`src/rtl/int_accept_pkg.sv`:
```
`timescale 1ns/1ps
package int_accept_pkg;

  // Strobes from the control half to the datapath half.
  typedef struct packed {
    logic takeIrq;   // accept the current winner this cycle
    logic iplSwLd;   // software IPL write survives (no acceptance)
  } accStrobe_t;

endpackage

```
`src/rtl/int_accept_ctrl.sv`:
```
`timescale 1ns/1ps
module int_accept_ctrl
  import int_accept_pkg::*;
(
  input  logic       clk,
  input  logic       rstN,
  input  logic       boundary,
  input  logic       flagUpdEn,
  input  logic       flagUpdRet,
  input  logic       flagUpdVal,
  input  logic       iplWrEn,
  input  logic       anyQual,
  output accStrobe_t strobes
);

  logic flagQ;
  logic pendValidQ;
  logic pendValQ;

  logic retUpd;
  logic ordUpd;
  logic effFlag;
  logic pendHave;
  logic pendVal;
  logic takeIrq;

  assign retUpd   = flagUpdEn &  flagUpdRet;
  assign ordUpd   = flagUpdEn & ~flagUpdRet;
  // Return updates bypass straight into this boundary's decision.
  assign effFlag  = retUpd ? flagUpdVal : flagQ;
  assign pendHave = ordUpd | pendValidQ;
  assign pendVal  = ordUpd ? flagUpdVal : pendValQ;
  assign takeIrq  = boundary & effFlag & anyQual;

  always_ff @(posedge clk) begin
    if (!rstN) begin
      flagQ      <= 1'b0;
      pendValidQ <= 1'b0;
      pendValQ   <= 1'b0;
    end else if (takeIrq) begin
      flagQ      <= 1'b0;
      pendValidQ <= 1'b0;
    end else if (retUpd) begin
      flagQ      <= flagUpdVal;
      pendValidQ <= 1'b0;
    end else if (boundary && pendHave) begin
      // Ordinary update commits after this boundary has decided.
      flagQ      <= pendVal;
      pendValidQ <= 1'b0;
    end else if (ordUpd) begin
      pendValidQ <= 1'b1;
      pendValQ   <= flagUpdVal;
    end
  end

  always_comb begin
    strobes         = '0;
    strobes.takeIrq = takeIrq;
    strobes.iplSwLd = iplWrEn & ~takeIrq;
  end

  AST_FLAG_LOW_BLOCKS: assert property (@(posedge clk) disable iff (!rstN)
    (boundary && !retUpd && !flagQ) |-> !strobes.takeIrq);

  AST_RET_NOW: assert property (@(posedge clk) disable iff (!rstN)
    (retUpd && !takeIrq) |=> (flagQ == $past(flagUpdVal)));

  AST_ORD_DEFER: assert property (@(posedge clk) disable iff (!rstN)
    (ordUpd && !boundary) |=> (flagQ == $past(flagQ)));

  AST_FLAG_CLR_ON_ACC: assert property (@(posedge clk) disable iff (!rstN)
    strobes.takeIrq |=> !flagQ);

endmodule

```
`src/rtl/int_accept_dp.sv`:
```
`timescale 1ns/1ps
module int_accept_dp
  import int_accept_pkg::*;
#(
  parameter int NUM_SRC = 8,
  parameter int LVL_W   = 3,
  localparam int IDX_W  = (NUM_SRC > 1) ? $clog2(NUM_SRC) : 1
)(
  input  logic               clk,
  input  logic               rstN,
  input  logic [NUM_SRC-1:0] hwReq,
  input  logic               ctlWrEn,
  input  logic [IDX_W-1:0]   ctlWrSel,
  input  logic [LVL_W-1:0]   ctlWrLvl,
  input  logic               ctlWrReq,
  input  logic [LVL_W-1:0]   iplWrData,
  input  accStrobe_t         strobes,
  output logic               anyQual,
  output logic               acceptStb,
  output logic [IDX_W-1:0]   acceptIdx,
  output logic [LVL_W-1:0]   acceptLvl
);

  logic [NUM_SRC-1:0] reqQ;
  logic [LVL_W-1:0]   lvlQ [NUM_SRC];
  logic [NUM_SRC-1:0] qual;
  logic [LVL_W-1:0]   iplQ;
  logic [IDX_W-1:0]   winIdx;
  logic [LVL_W-1:0]   winLvl;

  for (genvar g = 0; g < NUM_SRC; g++) begin : gSrc
    logic hit;
    logic clrReq;
    assign hit    = ctlWrEn && (ctlWrSel == IDX_W'(g));
    assign clrReq = (hit && !ctlWrReq) ||
                    (strobes.takeIrq && (winIdx == IDX_W'(g)));
    assign qual[g] = reqQ[g] && (lvlQ[g] > iplQ);

    always_ff @(posedge clk) begin
      if (!rstN) begin
        reqQ[g] <= 1'b0;
        lvlQ[g] <= '0;
      end else begin
        if (hwReq[g])    reqQ[g] <= 1'b1;   // set beats any clear
        else if (clrReq) reqQ[g] <= 1'b0;
        if (hit)         lvlQ[g] <= ctlWrLvl;
      end
    end
  end

  // Scan from the top index down; ">=" lets a lower index take a tie.
  always_comb begin
    winIdx = '0;
    winLvl = '0;
    for (int i = NUM_SRC - 1; i >= 0; i--) begin
      if (qual[i] && (lvlQ[i] >= winLvl)) begin
        winIdx = IDX_W'(i);
        winLvl = lvlQ[i];
      end
    end
  end

  assign anyQual = |qual;

  always_ff @(posedge clk) begin
    if (!rstN) begin
      iplQ      <= '0;
      acceptStb <= 1'b0;
      acceptIdx <= '0;
      acceptLvl <= '0;
    end else begin
      acceptStb <= strobes.takeIrq;
      if (strobes.takeIrq) begin
        iplQ      <= winLvl;
        acceptIdx <= winIdx;
        acceptLvl <= winLvl;
      end else if (strobes.iplSwLd) begin
        iplQ      <= iplWrData;
      end
    end
  end

  AST_WIN_QUALIFIES: assert property (@(posedge clk) disable iff (!rstN)
    strobes.takeIrq |-> (reqQ[winIdx] && (lvlQ[winIdx] > iplQ)));

  AST_NONZERO_LVL: assert property (@(posedge clk) disable iff (!rstN)
    acceptStb |-> (acceptLvl != '0));

  AST_IPL_LOAD: assert property (@(posedge clk) disable iff (!rstN)
    strobes.takeIrq |=> (iplQ == $past(winLvl)));

  AST_REQ_CLR_ON_ACC: assert property (@(posedge clk) disable iff (!rstN)
    (strobes.takeIrq && !hwReq[winIdx]) |=> !reqQ[$past(winIdx)]);

  AST_HW_SET_WINS: assert property (@(posedge clk) disable iff (!rstN)
    (|hwReq) |=> ((reqQ & $past(hwReq)) == $past(hwReq)));

endmodule

```
`src/rtl/int_accept_top.sv`:
```
`timescale 1ns/1ps
module int_accept_top
  import int_accept_pkg::*;
#(
  parameter int NUM_SRC = 8,
  parameter int LVL_W   = 3,
  localparam int IDX_W  = (NUM_SRC > 1) ? $clog2(NUM_SRC) : 1
)(
  input  logic               clk,
  input  logic               rstN,
  input  logic [NUM_SRC-1:0] hwReq,
  input  logic               ctlWrEn,
  input  logic [IDX_W-1:0]   ctlWrSel,
  input  logic [LVL_W-1:0]   ctlWrLvl,
  input  logic               ctlWrReq,
  input  logic               iplWrEn,
  input  logic [LVL_W-1:0]   iplWrData,
  input  logic               boundary,
  input  logic               flagUpdEn,
  input  logic               flagUpdRet,
  input  logic               flagUpdVal,
  output logic               acceptStb,
  output logic [IDX_W-1:0]   acceptIdx,
  output logic [LVL_W-1:0]   acceptLvl
);

  accStrobe_t strobes;
  logic       anyQual;

  int_accept_ctrl u_ctrl (
    .clk        (clk),
    .rstN       (rstN),
    .boundary   (boundary),
    .flagUpdEn  (flagUpdEn),
    .flagUpdRet (flagUpdRet),
    .flagUpdVal (flagUpdVal),
    .iplWrEn    (iplWrEn),
    .anyQual    (anyQual),
    .strobes    (strobes)
  );

  int_accept_dp #(.NUM_SRC(NUM_SRC), .LVL_W(LVL_W)) u_dp (
    .clk       (clk),
    .rstN      (rstN),
    .hwReq     (hwReq),
    .ctlWrEn   (ctlWrEn),
    .ctlWrSel  (ctlWrSel),
    .ctlWrLvl  (ctlWrLvl),
    .ctlWrReq  (ctlWrReq),
    .iplWrData (iplWrData),
    .strobes   (strobes),
    .anyQual   (anyQual),
    .acceptStb (acceptStb),
    .acceptIdx (acceptIdx),
    .acceptLvl (acceptLvl)
  );

endmodule

```
`config.mk`:
```
export PLATFORM = sky130hd
export DESIGN_NAME = int_accept_top
export DESIGN_NICKNAME = d
export VERILOG_FILES = /design/src/rtl/int_accept_pkg.sv /design/src/rtl/int_accept_ctrl.sv /design/src/rtl/int_accept_dp.sv /design/src/rtl/int_accept_top.sv
export SDC_FILE = /design/constraint.sdc
export NUM_CORES = 1
export LEC_CHECK = 0
export ABC_AREA = 1
export BUFFER_PORTS_ARGS = -buffer_cell sky130_fd_sc_hd__buf_2
export CORE_MARGIN = 1.5
export CORE_UTILIZATION = 60
export CTS_CLUSTER_SIZE = 24
export DETAILED_ROUTE_END_ITERATION = 8
export GPL_ROUTABILITY_DRIVEN = 0
export GPL_TIMING_DRIVEN = 0
export PLACE_DENSITY = 0.85
export REMOVE_ABC_BUFFERS = 1
export SYNTH_ARGS = -nofsm -noshare
export SYNTH_HDL_FRONTEND = slang
export SYNTH_SLANG_ARGS = --single-unit
```
`constraint.sdc`:
```
create_clock -name clk -period 18.61 [get_ports clk]
set_clock_uncertainty 0.1 [all_clocks]
set_input_delay 0 -clock clk [delete_from_list [all_inputs] [get_ports clk]]
set_output_delay 0 -clock clk [all_outputs]
set_load 0.01 [all_outputs]
```
==> results of run 1 <==
-- per-stage QoR --
stage / instance area [µm²] / total power [W] / instances / worst slack (ps) / hold slack [ps]
floorplan: 3412 / 0.0002156 / 454 / 10290 / 17.43
global placement: 3662 / 0.0002379 / 558 / 9268 / 114.0
detailed placement: 3662 / 0.0002452 / 558 / 9018 / 113.2
CTS: 3867 / 0.0003055 / 578 / 8960 / 11.05
global route: 3867 / 0.0003286 / 578 / 7751 / 70.62
finish: 3867 / 0.0003073 / 578 / 8859 / 33.89
-- tightest hold or removal path: cells and delay by family --
family / cells / cell delay (ps)
AOI/OAI and AO/OA: 2 / 270
buffers and inverters: 2 / 130
-- flip-flops by register name, indices dropped and copies added, names as in the netlist --
name and cells:
u_dp.acceptIdx 3, u_dp.reqQ 8, u_dp.acceptStb 1, u_ctrl.pendValidQ 1
u_ctrl.pendValQ 1, u_dp.acceptLvl 3, u_dp.iplQ 3, u_dp.lvlQ 24
u_ctrl.flagQ 1
-- synthesized netlist by cell type, drive strengths merged --
cell    number  area share
o22ai        1      0.0018
nor2        61       0.073
dfxtp       21        0.12
nand2      104        0.15
a31oi        2      0.0037
ha          41        0.15
o31a         1      0.0026
nand3       32       0.053
edfxtp      24        0.21
nor4         2      0.0037
o211ai       1      0.0022
nand3b       6       0.013
inv         77       0.084
a21boi       1      0.0022
o21bai       2      0.0044
nor3         3      0.0044
clkbuf       4      0.0044
and2         3      0.0055
a211oi       1      0.0022
nand4        2      0.0037
and3         1      0.0022
o21ai       40       0.058
a21oi       28       0.041
-- cell families after synthesis --
kind of cell | count (synthesis) | share of synthesized area
AO/OA/AOI/OAI | 77 | 0.1183
adder cells (fa/ha/maj) | 41 | 0.1497
buffers and inverters | 81 | 0.08872
flip-flops | 45 | 0.3330
AND/OR/NAND/NOR | 214 | 0.3103
-- power groups by stage --
| stage | registers (W) | clock network, W | logic [W] |
|---|---|---|---|
| 3_5_place_dp | 0.000119 | 0 | 0.000126 |
| 4_1_cts | 0.000116 | 0.0000599 | 0.000129 |
| 6_report | 0.000117 | 0.0000601 | 0.000131 |
| 2_1_floorplan | 0.000117 | 0 | 0.0000983 |
| 5_1_grt | 0.000118 | 0.0000631 | 0.000148 |
| 3_3_place_gp | 0.000118 | 0 | 0.000120 |
-- placed cells by master (no fill, tap or decap), types with 4 or more instances in the layout --
master,synthesis,final
dfxtp_1,21,21
nand2_4,14,14
clkbuf_8,0,5
o21ai_0,38,38
inv_1,76,76
a21oi_1,28,28
nor2_1,56,56
nand3_2,4,4
nand3_1,28,28
nand2_2,10,10
edfxtp_1,24,24
nand3b_1,6,6
buf_2,0,32
ha_1,41,41
dlygate4sd3_1,0,12
nand2_1,80,80
-- routing by layer --
layer | part of all wire | vias to the layer above
li1 | - | 1595
met4 | 0.032 | 0
met2 | 0.47 | 152
met5 | 0 | -
met3 | 0.084 | 28
met1 | 0.42 | 1436
-- final timing paths --
kind                                                      from  depth (start not counted)  slack [ps]                             end
worst min register to register  u_dp.acceptLvl[0]$_SDFFE_PN0P_                          2         370  u_dp.acceptLvl[0]$_SDFFE_PN0P_
worst min-delay path                                   iplWrEn                          4          30       u_dp.iplQ[2]$_SDFFE_PN0P_
worst max-delay path                 u_dp.iplQ[2]$_SDFFE_PN0P_                         71        8860       u_dp.reqQ[5]$_SDFFE_PN0P_
worst max register to register       u_dp.iplQ[2]$_SDFFE_PN0P_                         71        8860       u_dp.reqQ[5]$_SDFFE_PN0P_
-- final cells by class --
cell class,instances,area (µm²),share of cell area
clock buffer,5,68.82,0.01779
clock inverter,3,16.27,0.004206
inverter,77,289.0,0.07473
multi-input combinational,332,1982,0.5125
sequential,45,1141,0.2950
tap,72,90.09,0.02329
timing repair buffer,44,280.3,0.07247
-- timing repair --
action	CTS	global route
hold buffers	12	0
endpoints found under the setup margin	0	0
endpoints found under the hold margin	12	0
==> metrics.md, run 1 <==
| Metric | Value |
|---|---|
| Iter 0 DRT Violations | 163 |
| Setup CP Type | flip-flop to flip-flop |
| DR vias/cell | 5.555 |
| Combinational power share | 0.425 |
| Sw Share | 0.3955 |
| Share of cells above drive strength 1 | 0.1482 |
| Crit path top cell by count | nand2_1 |
| Area Overhead vs Synth | 12.85% |
| CTS H-tree lvls | 2 |
| Hpwl dp | 5.952 mm |
| Layout Nets | 572 |
| Syn. warnings | 0 |
| Wirelength, routed | 7.940 mm |
| Leakage | 1.955 nW |
| Gr ovfl total | 0 |
| Fmax | 0.1026 GHz |
| Worst path required time | 18,680 ps |
| Psw | 0.0001216 W |
| Routing usage on met1 | 0.3341 |
| Die span in y | 78.58 µm |
| Largest net degree at the start of global routing | 26 |
| Post-layout minimum cycle time | 9751 ps |
| DR pass1 iterations | 7 |
| Crit-path max FO | 8 |
| Final setup vio count | 0 |
| CP startpoint kind | flip-flop |
| Final ANT Viol Nets | 0 |
| Total negative setup slack | 0 ps |
| Number of global-route vias before repair | 3,054 |
| Met3 usage | 0.04651 |
| Fillers | 417 |
| TritonCTS clock tree | built |
| Wire per inst | 13.74 µm |
| Crit path buffers/inverters | 11 |
| Flops & latches, synth | 45 |
| # rows | 27 |
| Chip width | 78.58 µm |
| Clk buf depth | 2 |
| Slew margin rel. | 0.5822 |
| Crit-path slowest cell | nor3_1 |
| Max rail drop VDD | 0.06531 mV |
| Clk pwr share | 0.195 |
| Syn Inst Count | 458 |
| IO buf count | 32 |
| Unrepaired setup endpoints after global routing | false |
| Slew Limit Fails | 0 |
| Maximum capacitance violations | 0 |
| Initial Utilization | 0.6224 |
| I/O pin count | 33 |
| Initial antenna violation count | 0 |
| Die area | 0.006174 mm² |
| Avg Cell Area, Syn | 7.483 µm² |
| Final Cycle Share | 0.5240 |
| Worst hold path class | input pin to flip-flop |
| Fin. Hold Viols | 0 |
| P_int | 0.0001858 W |
| CORE AREA | 0.005507 mm² |
| Total power per unit cell area | 79.47 mW/mm² |
| Utilization after layout | 0.7023 |
| Via count | 3,211 |
| Reg power frac | 0.379 |
| Clk sinks | 45 |
| Global-route wire length before repair | 13.50 mm |
| Root Buffer Master | clkbuf_8 |
| Post-CTS Repair Setup Buffers | 0 |
| PostCTS Resize Cnt | 0 |
| CP arrival | 9820 ps |
| TritonCTS Buffers | 5 |
| CTS clock-pin slew for the worst setup and hold paths | 90 ps |
| Top delay family on crit path | simple AND/OR/NAND/NOR gates |
| DRC Markers | 0 |
| Max incr delay on CP | 350 ps |
| Critical path endpoint category | flip-flop |
| Met2 Usage GRT | 0.4974 |
| Sequential element share of the synthesized area | 0.3330 |
| Total GRT Usage | 0.2821 |
| Least-Margin Pin Slew | 625.0 ps |
| Status | finished, final reports clean |
| Clock Latency Late Sink | 310 ps |
| Synthesized cell area | 0.003427 mm² |
| Count of cell types in the netlist | 30 |
| Most Used Layer, Global Route | met2 |
| Diodes inserted | 0 |
(Power assumes the default switching activity.)
==> run 2: changes to the inputs <==
CORE_UTILIZATION = 54   (was 60)
PLACE_DENSITY = 0.81   (was 0.85)
clock period = 8.03 ns   (was 18.61 ns; I/O delays follow)
==> metrics.md, run 2 (synthesis results as in run 1) <==
| Metric | Value |
|---|---|
| Status | finished, violations left |
| Failing checks | setup timing |
| Clk buf depth | 2 (unchanged) |
| DR pass1 iterations | 5 (-2) |
| Die span in y | 82.67 µm (+5.2%) |
| CTS clock-pin slew for the worst setup and hold paths | 80 ps (about the same) |
| Crit-path slowest cell | dfxtp_2 |
| Setup WS post-layout | -516.1 ps (-9375 ps) |
| CP startpoint kind | flip-flop |
| Reg-to-reg startpoint | u_dp.iplQ[2]$_SDFFE_PN0P_ |
| Initial antenna violation count | 0 (unchanged) |
| Leakage | 2.278 nW (+17%) |
| CTS H-tree lvls | 2 (unchanged) |
| Iter 0 DRT Violations | 226 (+39%) |
| Slew Limit Fails | 0 (unchanged) |
| Wirelength, routed | 10.84 mm (+36%) |
| Final Cycle Share | 1.064 (+0.5403) |
| Fmax | 0.1170 GHz (+14%) |
| Die area | 0.006834 mm² (+11%) |
| Setup CP Type | flip-flop to flip-flop |
| Number of global-route vias before repair | 3,513 (+15%) |
| # rows | 28 (+3.7%) |
| Gr ovfl total | 0 (unchanged) |
| Final setup vio count | 17 (+17) |
| Flop2flop setup slack | -520 ps (-9370 ps) |
| DP Worst Slack | -1732 ps (-10,750 ps) |
| Slew margin rel. | 0.5349 (-0.04729) |
| Via count | 3,655 (+14%) |
| Clock Latency Late Sink | 300 ps (about the same) |
| R2r worst-path depth | 68 (-4.2%) |
| DRC Markers | 0 (unchanged) |
| Chip width | 82.67 µm (+5.2%) |
| Worst path required time | 8110 ps (-10,570 ps) |
| Post-layout minimum cycle time | 8546 ps (-1205 ps) |
| Least-Margin Pin Slew | 695.7 ps (+70.74 ps) |
| Fin. Hold Viols | 0 (unchanged) |
| Worst r2r dst | u_dp.reqQ[5]$_SDFFE_PN0P_ |
| Diodes inserted | 0 (unchanged) |
| Largest net degree at the start of global routing | 26 (unchanged) |
| Hpwl dp | 6.072 mm (+2.0%) |
| Share of cells above drive strength 1 | 0.3559 (+0.2077) |
| TritonCTS Buffers | 5 (unchanged) |
| Unrepaired setup endpoints after global routing | true |
| Wire per inst | 17.01 µm (+24%) |
| Total power per unit cell area | 200.6 mW/mm² (+150%) |
| Crit path launch | u_dp.iplQ[2]$_SDFFE_PN0P_ |
| TritonCTS clock tree | built |
| Global-route wire length before repair | 15.90 mm (+18%) |
| Commonest non-fill, non-tap cells in the layout | 67 x inv_1, 59 x nand2_1, 54 x nor2_1 |
| Crit-path max FO | 6 (-2) |
| Layout Nets | 628 (+9.8%) |
| Maximum capacitance violations | 0 (unchanged) |
| Largest register FFs | 24 (unchanged) |
| Root Buffer Master | clkbuf_8 |
| Utilization after layout | 0.7843 (+0.08192) |
| Critical path endpoint category | flip-flop |
| Final ANT Viol Nets | 0 (unchanged) |
| Worst hold path class | input pin to flip-flop |
| I/O pin count | 33 (unchanged) |
| Initial Utilization | 0.5687 (-0.05363) |
| Clk sinks | 45 (unchanged) |
| Top flop regs | u_dp.lvlQ (24), u_dp.reqQ (8) |
| DR vias/cell | 5.738 (+3.3%) |
| Commonest non-fill, non-tap cell in the layout | inv_1 |
| Inst Count DP | 561 (+0.54%) |
| CP arrival | 8620 ps (-1200 ps) |
| Most flops, register | u_dp.lvlQ |
| Max rail drop VDD | 0.1409 mV (+120%) |
| Cell Count, Final, Fillers Out | 637 (+10%) |
| Area Overhead vs Synth | 37.90% |
| Max incr delay on CP | 360 ps (about the same) |
| Total GRT Usage | 0.3125 (+0.03039) |
| CORE AREA | 0.006026 mm² (+9.4%) |
| Worst Setup EP | u_dp.reqQ[5]$_SDFFE_PN0P_ |
| IO buf count | 32 (unchanged) |
run 2: layer usage:
layer,track usage,vias up,part of all wire,wire length (µm)
met4,0.1617,0,0.044,476
li1,-,1717,-,-
met5,0,-,0,0
met1,0.3520,1691,0.38,4167
met3,0.04835,44,0.071,770
met2,0.5650,203,0.50,5424
run 2: worst max-delay path: cells and delay by family, from the launching register on:
family                     cells  cell delay [ps]
AOI/OAI and AO/OA             11             1350
adders and majority gates      8             2220
buffers and inverters          9              690
DFF                            1              360
and+or+nand+nor               40             3630
run 2: cell type report:
class | count | area, µm²
sequential | 45 | 1147
clock buffer | 7 | 96.34
timing repair buffer | 100 | 709.4
clock inverter | 1 | 5.005
multi-input combinational | 332 | 2372
tap | 75 | 93.84
inverter | 77 | 301.5
fill | 357 | 1300
run 2: through the flow:
stage	setup TNS, ps	hold slack [ps]	power [W]	instance area [µm²]
3_3_place_gp	-17150	109.5	0.0005531	3666
3_5_place_dp	-23760	116.5	0.0005692	3666
6_report	-6016	27.50	0.0009479	4726
5_1_grt	-12830	91.94	0.0009927	4726
4_1_cts	-174.9	7.347	0.0008340	4428
2_1_floorplan	-1799	17.43	0.0004997	3412
run 2: repair_timing:
action | CTS | global route
resized for setup | 61 | 44
hold buffers | 14 | 0
cloned | 0 | 0
setup endpoints to repair | 17 | 17
pin swaps | 44 | 47
hold endpoints to repair | 12 | 0
setup buffers | 39 | 17
run 2: where the power goes:
part | total [W] | internal, W | leakage, nW | switching [W]
Combinational | 0.000519 | 0.000234 | 1.82 | 0.000285
Sequential | 0.000274 | 0.000259 | 0.407 | 0.0000153
Clock | 0.000155 | 0.0000778 | 0.0542 | 0.0000774
run 2: how the worst min path moves through the flow:
stage | start | end | slack (ps) | cells after the start
final | iplWrEn | u_dp.iplQ[2]$_SDFFE_PN0P_ | 30 | 4
after global routing | rstN | u_ctrl.pendValQ$_SDFFE_PN0P_ | 90 | 3
after CTS | iplWrEn | u_dp.iplQ[2]$_SDFFE_PN0P_ | 7 | 4
after detailed placement | hwReq[6] | u_dp.reqQ[6]$_SDFFE_PN0P_ | 120 | 3
after global placement | hwReq[6] | u_dp.reqQ[6]$_SDFFE_PN0P_ | 110 | 3
after floorplan | hwReq[0] | u_dp.reqQ[0]$_SDFFE_PN0P_ | 20 | 2
